## config.mk

```make
export PLATFORM = sky130hd
export DESIGN_NAME = ldr_resolver
export DESIGN_NICKNAME = d
export VERILOG_FILES = /design/src/rtl/ldr_pkg.sv /design/src/rtl/ldr_lane_select.sv /design/src/rtl/ldr_lane_clamp.sv /design/src/rtl/ldr_seq.sv /design/src/rtl/ldr_resolver.sv
export SDC_FILE = /design/constraint.sdc
export NUM_CORES = 1
export LEC_CHECK = 0
export BUFFER_PORTS_ARGS = -buffer_cell sky130_fd_sc_hd__buf_4
export CORE_UTILIZATION = 40
export CTS_CLUSTER_DIAMETER = 200
export DETAILED_ROUTE_END_ITERATION = 16
export PLACE_DENSITY_LB_ADDON = 0.3
export SKIP_LAST_GASP = 1
export SLEW_MARGIN = 30
export SYNTH_ARGS = -nofsm -noshare
export SYNTH_HDL_FRONTEND = slang
export SYNTH_SLANG_ARGS = --single-unit
export TNS_END_PERCENT = 5
```

## constraint.sdc

```tcl
create_clock -name clk -period 4.1 [get_ports clk]
set_clock_uncertainty 0.15 [all_clocks]
set_input_delay 0.615 -clock clk [delete_from_list [all_inputs] [get_ports clk]]
set_output_delay 0.615 -clock clk [all_outputs]
set_load 0.01 [all_outputs]
```

## src/rtl/ldr_pkg.sv

```systemverilog
package ldr_pkg;
  localparam int LVL_W  = 2;
  localparam int NIB_W  = 4;
  localparam int BYTE_W = 8;

  typedef struct packed {
    logic [LVL_W-1:0] swing;
    logic             swing_max;
    logic [LVL_W-1:0] preemph;
    logic             preemph_max;
    logic [LVL_W-1:0] pcur;
    logic             pcur_max;
  } lane_res_t;

  typedef enum logic [1:0] {
    ST_IDLE = 2'd0,
    ST_RUN  = 2'd1,
    ST_FIN  = 2'd2
  } seq_state_t;
endpackage

```

## src/rtl/ldr_lane_select.sv

```systemverilog
module ldr_lane_select #(
  parameter int MAX_LANES = 4,
  localparam int CNT_W = $clog2(MAX_LANES + 1)
) (
  input  logic [4*MAX_LANES-1:0] adj_q,
  input  logic [2*MAX_LANES-1:0] pc_q,
  input  logic [CNT_W-1:0]       idx,
  output logic [3:0]             nib,
  output logic [1:0]             pc2
);
  always_comb begin
    nib = '0;
    pc2 = '0;
    for (int i = 0; i < MAX_LANES; i++) begin
      if (idx == CNT_W'(i)) begin
        nib = adj_q[i*4 +: 4];
        pc2 = pc_q[i*2 +: 2];
      end
    end
  end
endmodule

```

## src/rtl/ldr_lane_clamp.sv

```systemverilog
module ldr_lane_clamp
  import ldr_pkg::*;
(
  input  logic [3:0] nib,
  input  logic [1:0] pc2,
  output lane_res_t  res
);
  logic [1:0] req_sw;
  logic [1:0] req_pe;
  logic [1:0] sw_ceil;

  assign req_sw  = nib[1:0];
  assign req_pe  = nib[3:2];
  assign sw_ceil = 2'd3 - req_pe;

  always_comb begin
    res = '0;
    if (req_pe == 2'd3) begin
      res.preemph     = 2'd3;
      res.preemph_max = 1'b1;
      res.swing       = 2'd0;
      res.swing_max   = 1'b0;
    end else if (req_sw >= sw_ceil) begin
      res.preemph   = req_pe;
      res.swing     = sw_ceil;
      res.swing_max = 1'b1;
    end else begin
      res.preemph = req_pe;
      res.swing   = req_sw;
    end
    res.pcur     = pc2;
    res.pcur_max = (pc2 == 2'd3);
  end
endmodule

```

## src/rtl/ldr_seq.sv

```systemverilog
module ldr_seq
  import ldr_pkg::*;
#(
  parameter int MAX_LANES = 4,
  localparam int CNT_W = $clog2(MAX_LANES + 1)
) (
  input  logic             clk,
  input  logic             rst_n,
  input  logic             in_valid,
  input  logic [CNT_W-1:0] cnt_q,
  output logic             in_ready,
  output logic             accept,
  output logic             wr_en,
  output logic [CNT_W-1:0] idx,
  output logic             done
);
  seq_state_t state;
  logic       last;

  assign in_ready = (state == ST_IDLE);
  assign accept   = in_valid && in_ready;
  assign wr_en    = (state == ST_RUN) && (idx < cnt_q);
  assign last     = (cnt_q == '0) || (idx == cnt_q - CNT_W'(1));
  assign done     = (state == ST_FIN);

  always_ff @(posedge clk) begin
    if (!rst_n) begin
      state <= ST_IDLE;
      idx   <= '0;
    end else begin
      case (state)
        ST_IDLE: if (accept) begin
          state <= ST_RUN;
          idx   <= '0;
        end
        ST_RUN: begin
          idx <= idx + CNT_W'(1);
          if (last) state <= ST_FIN;
        end
        ST_FIN:  state <= ST_IDLE;
        default: state <= ST_IDLE;
      endcase
    end
  end
endmodule

```

## src/rtl/ldr_resolver.sv

```systemverilog
module ldr_resolver
  import ldr_pkg::*;
#(
  parameter int MAX_LANES = 4,
  localparam int CNT_W = $clog2(MAX_LANES + 1),
  localparam int PCB   = (MAX_LANES + 1) / 2
) (
  input  logic                   clk,
  input  logic                   rst_n,
  input  logic                   in_valid,
  output logic                   in_ready,
  input  logic [4*MAX_LANES-1:0] adj_req,
  input  logic [2*MAX_LANES-1:0] pc_req,
  input  logic [CNT_W-1:0]       lane_cnt,
  output logic                   done,
  output logic [8*MAX_LANES-1:0] lane_cfg,
  output logic [8*PCB-1:0]       pc_cfg,
  output logic [2*MAX_LANES-1:0] swing_lvl,
  output logic [2*MAX_LANES-1:0] preemph_lvl,
  output logic [2*MAX_LANES-1:0] pcur_lvl
);
  logic [4*MAX_LANES-1:0] adj_q;
  logic [2*MAX_LANES-1:0] pc_q;
  logic [CNT_W-1:0]       cnt_q;
  logic [CNT_W-1:0]       cnt_eff;
  logic                   accept;
  logic                   wr_en;
  logic [CNT_W-1:0]       idx;
  logic [3:0]             nib;
  logic [1:0]             pc2;
  lane_res_t              res;
  logic [BYTE_W-1:0]      cfg_byte;
  logic [3:0]             pc_nib;

  assign cnt_eff = (lane_cnt > CNT_W'(MAX_LANES)) ? CNT_W'(MAX_LANES) : lane_cnt;

  ldr_seq #(.MAX_LANES(MAX_LANES)) u_seq (
    .clk(clk), .rst_n(rst_n), .in_valid(in_valid), .cnt_q(cnt_q),
    .in_ready(in_ready), .accept(accept), .wr_en(wr_en), .idx(idx), .done(done)
  );

  ldr_lane_select #(.MAX_LANES(MAX_LANES)) u_sel (
    .adj_q(adj_q), .pc_q(pc_q), .idx(idx), .nib(nib), .pc2(pc2)
  );

  ldr_lane_clamp u_clamp (.nib(nib), .pc2(pc2), .res(res));

  assign cfg_byte = {2'b00, res.preemph_max, res.preemph, res.swing_max, res.swing};
  assign pc_nib   = {1'b0, res.pcur_max, res.pcur};

  always_ff @(posedge clk) begin
    if (!rst_n) begin
      adj_q       <= '0;
      pc_q        <= '0;
      cnt_q       <= '0;
      lane_cfg    <= '0;
      pc_cfg      <= '0;
      swing_lvl   <= '0;
      preemph_lvl <= '0;
      pcur_lvl    <= '0;
    end else if (accept) begin
      adj_q       <= adj_req;
      pc_q        <= pc_req;
      cnt_q       <= cnt_eff;
      lane_cfg    <= '0;
      pc_cfg      <= '0;
      swing_lvl   <= '0;
      preemph_lvl <= '0;
      pcur_lvl    <= '0;
    end else if (wr_en) begin
      for (int i = 0; i < MAX_LANES; i++) begin
        if (idx == CNT_W'(i)) begin
          lane_cfg[i*8 +: 8]    <= cfg_byte;
          pc_cfg[i*4 +: 4]      <= pc_cfg[i*4 +: 4] | pc_nib;
          swing_lvl[i*2 +: 2]   <= res.swing;
          preemph_lvl[i*2 +: 2] <= res.preemph;
          pcur_lvl[i*2 +: 2]    <= res.pcur;
        end
      end
    end
  end
endmodule

```

==> results of run 1 <==
==> placed cells by master (no fill, tap or decap), types with 6 or more instances in the layout <==
cell type / instances
nor2b_1: 6
nand3_1: 7
nand4_1: 12
buf_4: 92
nand2_1: 76
inv_1: 20
a21oi_1: 34
ha_1: 13
a211oi_1: 9
clkbuf_8: 9
o22ai_1: 14
nor2_1: 9
nand3b_1: 8
conb_1: 12
dfxtp_1: 76
o21ai_0: 14
o211ai_1: 7
a21boi_0: 27
==> worst register-to-register path, stage by stage (launching register included) <==
cell and delay [ns]:
dfxtp_1 0.47, inv_1 0.15, ha_1 0.33, or2_1 0.37, a211oi_2 0.32, nor2_1 0.18, ha_1 0.31, nand2b_1 0.14
a21o_1 0.25, o32a_1 0.38, o32ai_1 0.31
==> worst max path at each step <==
stage          slack [ns]    startpoint  cells after the start            to
4_1_cts              0.64  u_seq.idx[2]                     10  swing_lvl[2]
6_report             0.64  u_seq.idx[2]                     10  swing_lvl[2]
5_1_grt              0.43  u_seq.idx[2]                     10  swing_lvl[2]
3_5_place_dp         0.69  u_seq.idx[2]                     10  swing_lvl[2]
2_1_floorplan        1.23  u_seq.idx[2]                     11  swing_lvl[6]
3_3_place_gp         0.91  u_seq.idx[2]                     10  swing_lvl[6]
==> area by class of cell <==
type,count,share of cell area
flip-flops and latches,76,0.343
well taps,108,0.0305
clock inverters,6,0.0254
clock buffers,9,0.0280
repair buffers,93,0.158
inverters,20,0.0169
multi-input cells,289,0.397
==> power by group through the flow <==
stage / Clock [mW] / Combinational (mW) / Sequential [mW]
6_report: 0.676 / 0.200 / 0.776
5_1_grt: 0.719 / 0.223 / 0.779
4_1_cts: 0.687 / 0.197 / 0.776
3_5_place_dp: 0 / 0.196 / 0.793
3_3_place_gp: 0 / 0.190 / 0.793
2_1_floorplan: 0 / 0.152 / 0.786
==> routing by layer <==
| layer | part of all wire | routed length (µm) | global-route usage | vias up |
|---|---|---|---|---|
| met5 | 0 | 0 | 0 | - |
| met4 | 0.017 | 143 | 0.0837 | 0 |
| met3 | 0.057 | 490 | 0.0439 | 12 |
| met2 | 0.46 | 3960 | 0.293 | 98 |
| met1 | 0.47 | 4050 | 0.239 | 1398 |
| li1 | - | - | - | 1570 |
==> logic make-up after synthesis <==
| kind of cell | Yosys count |
|---|---|
| AOI/OAI and AO/OA | 124 |
| xor gates and xnor gates | 3 |
| adders and majority gates | 13 |
| buffers and inverters | 75 |
| DFF | 76 |
| other | 1 |
| and+or+nand+nor | 137 |
==> metrics by stage <==
stage / utilization / power (mW) / area, µm² / setup slack (ns)
floorplan: - / 0.938 / 3690 / 1.23
global placement: 0.476 / 0.983 / 4170 / 0.907
detailed placement: 0.477 / 0.989 / 4180 / 0.686
CTS: 0.504 / 1.66 / 4410 / 0.644
global route: 0.506 / 1.72 / 4430 / 0.435
finish: 0.506 / 1.65 / 4430 / 0.642
==> flip-flops by register name, summed over array words and instances, names as in the netlist <==
| register | count |
|---|---|
| swing_lvl | 4 |
| preemph_lvl | 4 |
| u_seq.idx | 3 |
| pcur_lvl | 8 |
| pc_cfg | 12 |
| lane_cfg | 16 |
| adj_q | 16 |
| cnt_q | 3 |
| u_seq.state | 2 |
| pc_q | 8 |
==> run metrics, run 1 <==
Post-CTS Resized 0; gr usage total 0.185; Sw Ratio 0.251; Root Buffer clkbuf_8; Hold Path Class register to register; CP peak stage delay 0.47 ns; clk sinks 76; share of power burned in combinational logic 0.121; cts hold-fix bufs 0; Die Ht 97.5 µm; Min Clock Period, post-route 3.46 ns; Crit Path Max Fanout 11; area of the multi-input gates 1760 µm²; # IOs 104; largest net degree at the start of global routing 35; total wire length 8.64 mm; DRT iter0 DRCs 150; Worst-Skew Late Latency 0.35 ns; FF/Latch Area 1520 µm²; TritonCTS clock tree done; number of iterations in the first detailed-routing pass 4; Top delay family on crit path compound AO/OA/AOI/OAI gates; reg-to-reg endpoint swing_lvl[2]; Yosys cell types 44; Worst Hold Endpoint pc_cfg[5]; Reg2Reg Depth 10; Post-Layout Cell Count 601; Reg2Reg Setup Slack 0.64 ns; Syn Area/Cell 8.50 µm²; Rel. slew slack 0.479; largest family of logic cells by synthesized area compound AO/OA/AOI/OAI gates; Most used DFF post-synth dfxtp_1; routability cong. 0.892; die area 9500 µm²; Hold Path Stages 2; critical path arrival 3.55 ns; Routed Antenna Nets 0; effective utilization at floorplan 0.416; power per cell area 373 nW/µm²; Synth Area in Adders 0.0446; gr ovfl total 0; Synth Area in Compound Gates 0.230; MaxCap Viol Count 0; CP Launch Type register; vias in the first global route 2832; CP Buf/Inv Count 1; final net count 532; routed len/inst 14.4 µm; Hold Fails Final Rpt 0; Rows 34; Die W 97.5 µm; Ys Warns 0; leading area contributor after synthesis dfxtp_1; status complete, no violations; Seq/Total Area, Yosys 0.417; Mapped Cells 429; worst vdd ir 201 µV; H-Tree Depth 3; core area 8760 µm²; post-synth top area share 0.417; CP cell instances inv_1, ha_1, or2_1, a211oi_2, nor2_1, ha_1, nand2b_1, a21o_1, o32a_1, o32ai_1; Post-Synth Simple-Gate Area 0.185; worst r2r src u_seq.idx[2]; Cells after DPL 585; Tcrit/Tclk final 0.843; Setup Buffers After CTS 0; WHS 0.301 ns; PortBufs 91; Slowest cell on crit path dfxtp_1; share of cells above drive strength 1 0.237; post-synthesis async set-or-reset flop share 0; kind of critical path register to register; mux share of post-synthesis cell area 0; Crit. End Element register; initial antenna violation count 0; Cell Int Power 1.24 mW; most frequent CP cell ha_1; clock buffer depth 2; post-synthesis xor/xnor area fraction 0.00720; Psw 0.415 mW; unrepaired setup endpoints after global routing no; endpoints failing setup 0; setup_tns 0 ns; number of synthesized register bits 76; cell area after synthesis 3650 µm²; FILL cells 860; Reg clk slew, reported paths 0.08 ns; EDFF count, synth 0; vias per cell 5.12; Ant. Diodes 0; ranking of synthesized cells by area dfxtp_1 42%, nand2_1 7.8%, buf_4 5.8%; HPWL Detailed 6.38 mm; Clk pwr share 0.409; vias 3078; Area Overhead vs Synth 21.5%; Pins Over Slew Limit 0; Leakage 1.80 nW; sequential share of power 0.470; DRC 0; Max Clock Freq 289 MHz; first-pass GRT wire length 14.1 mm; most instantiated cells after synthesis 76 x dfxtp_1, 76 x nand2_1, 34 x a21oi_1; cts bufs inserted 9; Critical Path RT 4.19 ns; Hold Crit Start pc_cfg[5]; worst slew pin tran 0.779 ns
Note: power is estimated with default switching activity, not from simulation.
==> run 2, diff against run 1 <==
- clock period: 4.1 -> 3.4 ns (I/O delays scaled with it)
==> run 2 against run 1 <==
Net effect:
- sequential power grew 21%
- core utilization grew 0.54 points
- critical path type unchanged
- worst hold slack lost 0.032 ns
- largest power group unchanged
==> run metrics, run 2 (same netlist as run 1, synthesis figures left out) <==
setup slack after placement 0.256 ns (-0.430 ns); Critical Path RT 3.50 ns (-0.69 ns); CP Launch Type register; Die W 97.5 µm (unchanged); power per cell area 464 nW/µm² (+25%); TritonCTS clock tree done; unrepaired setup endpoints after global routing no; initial antenna violation count 0 (unchanged); cts bufs inserted 9 (unchanged); clk sinks 76 (unchanged); first-pass GRT wire length 14.2 mm (+0.83%); gr usage total 0.187 (+0.00205); gr ovfl total 0 (unchanged); DRT iter0 DRCs 156 (+4.0%); PortBufs 91 (unchanged); Worst-Skew Late Latency 0.34 ns (about the same); most common cell after layout, fill and taps aside buf_4; Post-Layout Cell Count 604 (+0.50%); Root Buffer clkbuf_8; HPWL Detailed 6.56 mm (+2.9%); number of iterations in the first detailed-routing pass 4 (unchanged); clock buffer depth 2 (unchanged); MaxCap Viol Count 0 (unchanged); vias in the first global route 2845 (+0.46%); H-Tree Depth 3 (unchanged); total wire length 8.86 mm (+2.5%); vias per cell 5.12 (about the same); Cell Int Power 1.57 mW (+27%); FILL cells 843 (-2.0%); Reg clk slew, reported paths 0.07 ns (about the same); final net count 534 (+0.38%); largest net degree at the start of global routing 35 (unchanged); worst vdd ir 254 µV (+26%); Sw Ratio 0.244 (-0.00683); top flop regs adj_q: 16 flops, lane_cfg: 16 flops, pc_cfg: 12 flops; Max Clock Freq 312 MHz (+7.9%); Psw 0.508 mW (+22%); share of power burned in combinational logic 0.117 (-0.004); routed len/inst 14.7 µm (+2.0%); status complete, no violations; Tcrit/Tclk final 0.943 (+0.0993); Die Ht 97.5 µm (unchanged); Hold Fails Final Rpt 0 (unchanged); effective utilization at floorplan 0.416 (unchanged); worst slew pin tran 0.886 ns (+0.107 ns); Routed Antenna Nets 0 (unchanged); # IOs 104 (unchanged); core area 8760 µm² (unchanged); Rows 34 (unchanged); endpoints failing setup 0 (unchanged); die area 9500 µm² (unchanged); critical path arrival 3.30 ns (-0.25 ns); Rel. slew slack 0.409 (-0.0700); final setup margin 0.195 ns (-0.447 ns); Cells after DPL 588 (+0.51%); Ant. Diodes 0 (unchanged); sequential share of power 0.451 (-0.019); Crit Path Max Fanout 14 (+3); DRC 0 (unchanged); Crit. End Element register; Hold Path Class primary input to register; vias 3094 (+0.52%); Area Overhead vs Synth 22.8%; routability cong. 0.889 (-0.43%); most frequent cells in the layout 95 x buf_4, 76 x nand2_1, 76 x dfxtp_1; share of cells above drive strength 1 0.244 (+0.00663); Clk pwr share 0.432 (+0.023); Pins Over Slew Limit 0 (unchanged); kind of critical path register to register; setup_tns 0 ns (unchanged); Min Clock Period, post-route 3.20 ns (-0.253 ns); WHS 0.270 ns (-0.0320 ns); Leakage 1.82 nW (+0.76%)
[run 2: cell types whose count changed in the layout (fill, tap and decap cells not counted), sizes merged]
cell	before	now
buf	93	95
bufinv	3	4
clkbuf	9	10
clkinv	2	1
clkinvlp	0	1
inv	21	20
[run 2: final cells by class]
cell class              instances  area [µm²]  area share
inverters                      20        75.1      0.0168
multi-input cells             289        1770       0.395
clock buffers                  10         128      0.0285
well taps                     108         135      0.0302
clock inverters                 6         136      0.0305
repair buffers                 95         713       0.159
flip-flops and latches         76        1520       0.340
[run 2: path summary, 6_finish.rpt]
| path | from | end | slack (ns) | cells after the start |
|---|---|---|---|---|
| setup / recovery | u_seq.idx[1] | swing_lvl[4] | 0.20 | 10 |
| hold / removal | adj_req[12] | adj_q[12] | 0.27 | 3 |
| setup reg to reg | u_seq.idx[1] | swing_lvl[4] | 0.20 | 10 |
| hold reg to reg | pc_cfg[1] | pc_cfg[1] | 0.30 | 2 |
[run 2: what timing repair did]
| action | CTS | global route |
|---|---|---|
| resized for setup | 0 | 3 |
| buffers inserted | 0 | 0 |
| endpoints found under the hold margin | 0 | 0 |
| hold buffers | 0 | 0 |
| setup endpoints to repair | 0 | 4 |
[run 2: critical path: stages, from the launching register on]
cell and delay (ns):
dfxtp_1 0.45, inv_1 0.10, ha_1 0.33, a21oi_1 0.32, a211oi_4 0.11, nor2_1 0.33
ha_1 0.29, nand2b_1 0.14, a21o_1 0.24, o32a_1 0.36, o32ai_1 0.29
[run 2: through the flow]
| step | instance area (µm²) | util | power [mW] |
|---|---|---|---|
| after global routing | 4480 | 0.511 | 2.17 |
| after detailed placement | 4190 | 0.478 | 1.20 |
| after CTS | 4460 | 0.509 | 2.09 |
| after floorplan | 3690 | - | 1.13 |
| final | 4480 | 0.511 | 2.08 |
| after global placement | 4190 | 0.478 | 1.19 |
[run 2: power by group through the flow]
stage                     Clock, mW  Sequential [mW]  Combinational (mW)
after floorplan                   0            0.948               0.183
after global placement            0            0.957               0.234
after detailed placement          0            0.958               0.239
after CTS                     0.912            0.937               0.240
after global routing          0.957            0.940               0.270
final                         0.899            0.937               0.243
[run 2: metal layers]
layer / vias to the layer above / global-route usage / share of wire / routed length, µm
met2: 104 / 0.296 / 0.46 / 4060
li1: 1567 / - / - / -
met5: - / 0 / 0 / 0
met4: 0 / 0.0837 / 0.023 / 204
met1: 1408 / 0.246 / 0.47 / 4140
met3: 15 / 0.0367 / 0.052 / 457
==> run 3, diff against run 2 <==
- CORE_ASPECT_RATIO: not set -> 0.75
- SYNTH_HIERARCHICAL: not set -> 1
==> run 3 against run 2 <==
Net effect:
- via count is 14% lower
- critical path type unchanged
- global-route usage decreased by 1.1 points
- clock power rose by 15%
- highest routed layer unchanged
==> run metrics, run 3 <==
Hold Crit Start adj_req[4]; HPWL Detailed 5.78 mm (-12%); effective utilization at floorplan 0.424 (+0.00813); cts hold-fix bufs 0 (unchanged); Hold Fails Final Rpt 0 (unchanged); EDFF count, synth 0 (unchanged); Area Overhead vs Synth 24.2%; Die W 113 µm (+16%); Worst-Skew Late Latency 0.34 ns (about the same); gr ovfl total 0 (unchanged); critical path arrival 2.74 ns (-0.56 ns); final setup margin 0.749 ns (+0.553 ns); share of cells above drive strength 1 0.279 (+0.0353); final net count 453 (-15%); worst vdd ir 226 µV (-11%); Ys Warns 6 (+6); cell area after synthesis 3680 µm² (+0.89%); vias 2660 (-14%); WHS 0.280 ns (+0.0105 ns); routability cong. 0.781 (-12%); top-count cell post-synth dfxtp_1; Leakage 2.01 nW (+11%); number of synthesized register bits 76 (unchanged); clock buffer depth 2 (unchanged); post-synthesis async set-or-reset flop share 0 (unchanged); DRC 0 (unchanged); vias per cell 5.05 (-1.5%); Post-CTS Resized 0 (unchanged); most frequent cells in the layout 96 x buf_4, 76 x dfxtp_1, 70 x mux2i_1; post-layout util 0.527 (+0.0162); Reg clk slew, reported paths 0.06 ns (about the same); worst slew pin tran 0.798 ns (-0.0884 ns); Rel. slew slack 0.467 (+0.0579); Routed Antenna Nets 0 (unchanged); vias in the first global route 2565 (-9.8%); Tcrit/Tclk final 0.780 (-0.163); Hold Path Class primary input to register; Crit. End Element register; setup slack after placement 0.747 ns (+0.491 ns); Ant. Diodes 0 (unchanged); kind of critical path register to register; Reg2Reg Depth 10 (unchanged); Rows 29 (-15%); leading area contributor after synthesis dfxtp_1; Seq/Total Area, Yosys 0.413 (-0.00369); routed len/inst 15.4 µm (+4.9%); setup_tns 0 ns (unchanged); PortBufs 91 (unchanged); Yosys cell types 43 (-2.3%); CP Launch Type register; die area 9590 µm² (+0.91%); Crit Path Max Fanout 12 (-2); total wire length 8.10 mm (-8.5%); Syn Area/Cell 10.5 µm² (+24%); # IOs 104 (unchanged); H-Tree Depth 3 (unchanged); gr usage total 0.176 (-0.0113); ranking of synthesized cells by area dfxtp_1 41%, mux2i_1 19%, nand3b_1 9.0%; post-synth top area share 0.413 (-0.00369); Cells after DPL 511 (-13%); Pins Over Slew Limit 0 (unchanged); most common cell after layout, fill and taps aside buf_4; Die Ht 85.1 µm (-13%); endpoints failing setup 0 (unchanged); Root Buffer clkbuf_16; TritonCTS clock tree done; DRT iter0 DRCs 157 (+0.64%); worst r2r src u_seq/idx[1]; top flop regs adj_q: 16 flops, lane_cfg: 16 flops, pc_cfg: 12 flops; cts bufs inserted 9 (unchanged); Post-Layout Cell Count 527 (-13%); Setup Buffers After CTS 0 (unchanged); number of iterations in the first detailed-routing pass 4 (unchanged); Most used DFF post-synth dfxtp_1; reg-to-reg endpoint swing_lvl[6]; largest net degree at the start of global routing 40 (+14%); Worst Hold Endpoint adj_q[4]; MaxCap Viol Count 0 (unchanged); most instantiated cells after synthesis 76 x dfxtp_1, 70 x mux2i_1, 44 x nand3b_1; Reg2Reg Setup Slack 0.75 ns (+0.55 ns); power per cell area 484 nW/µm² (+4.2%); Hold Path Stages 3 (unchanged); Overall Power 2.21 mW (+6.4%); clk sinks 76 (unchanged); initial antenna violation count 0 (unchanged); Mapped Cells 350 (-18%); Placed Instance Area 4250 µm² (+1.3%); fin area 4570 µm² (+2.1%); core area 8670 µm² (-1.0%); Min Clock Period, post-route 2.65 ns (-0.553 ns); status complete, no violations; first-pass GRT wire length 13.0 mm (-9.0%); Max Clock Freq 377 MHz (+21%); unrepaired setup endpoints after global routing no; Critical Path RT 3.49 ns (about the same)
-- run 3: cell families (layout without fill, tap and decap cells) --
kind of cell | Yosys count | after routing | synth area share
adder cells (fa/ha/maj) | 9 | 9 | 0.0306
multiplexers | 70 | 70 | 0.190
XOR/XNOR | 2 | 2 | 0.00884
buffers and inverters | 62 | 120 | 0.0986
AO/OA/AOI/OAI | 29 | 29 | 0.0612
AND/OR/NAND/NOR | 101 | 101 | 0.196
flip-flops | 76 | 76 | 0.413
other | 1 | 12 | 0.00102
-- run 3: worst max-delay path: stages, from the launching register on --
cell	delay (ns)
dfxtp_1	0.55
buf_4	0.31
mux2i_1	0.10
o22ai_1	0.28
inv_1	0.12
ha_1	0.32
nor2b_4	0.13
o21ai_0	0.09
a2bb2oi_1	0.16
nand3b_1	0.16
mux2i_1	0.18
-- run 3: report_power, final --
part	switching (mW)	leakage (nW)	internal, mW	total, mW
sequential	0.0208	0.617	0.917	0.938
clock	0.369	0.152	0.665	1.03
combinational	0.120	1.24	0.118	0.238
total	0.510	2.01	1.70	2.21
-- run 3: how the worst max path moves through the flow --
stage	start	end	slack, ns
2_1_floorplan	u_seq/idx[1]	pcur_lvl[0]	1.09
3_3_place_gp	u_seq/idx[1]	lane_cfg[1]	0.89
3_5_place_dp	u_seq/idx[1]	swing_lvl[6]	0.75
4_1_cts	u_seq/idx[1]	swing_lvl[6]	0.73
5_1_grt	u_seq/idx[1]	pc_cfg[9]	0.52
6_report	u_seq/idx[1]	swing_lvl[6]	0.75
-- run 3: cell type report --
class | count | area, µm²
inverters | 8 | 30.0
fillers | 768 | 4100
multi-input cells | 223 | 1840
clock inverters | 5 | 83.8
well taps | 108 | 135
clock buffers | 11 | 243
flip-flops and latches | 76 | 1520
repair buffers | 96 | 721
-- run 3: per-layer routing --
metal  GRT usage  vias to the layer above  wire, µm
met4      0.0606                        0        72
met1       0.233                     1257      3840
met3      0.0586                        7       547
li1            -                     1317         -
met5           0                        -         0
met2       0.269                       79      3650
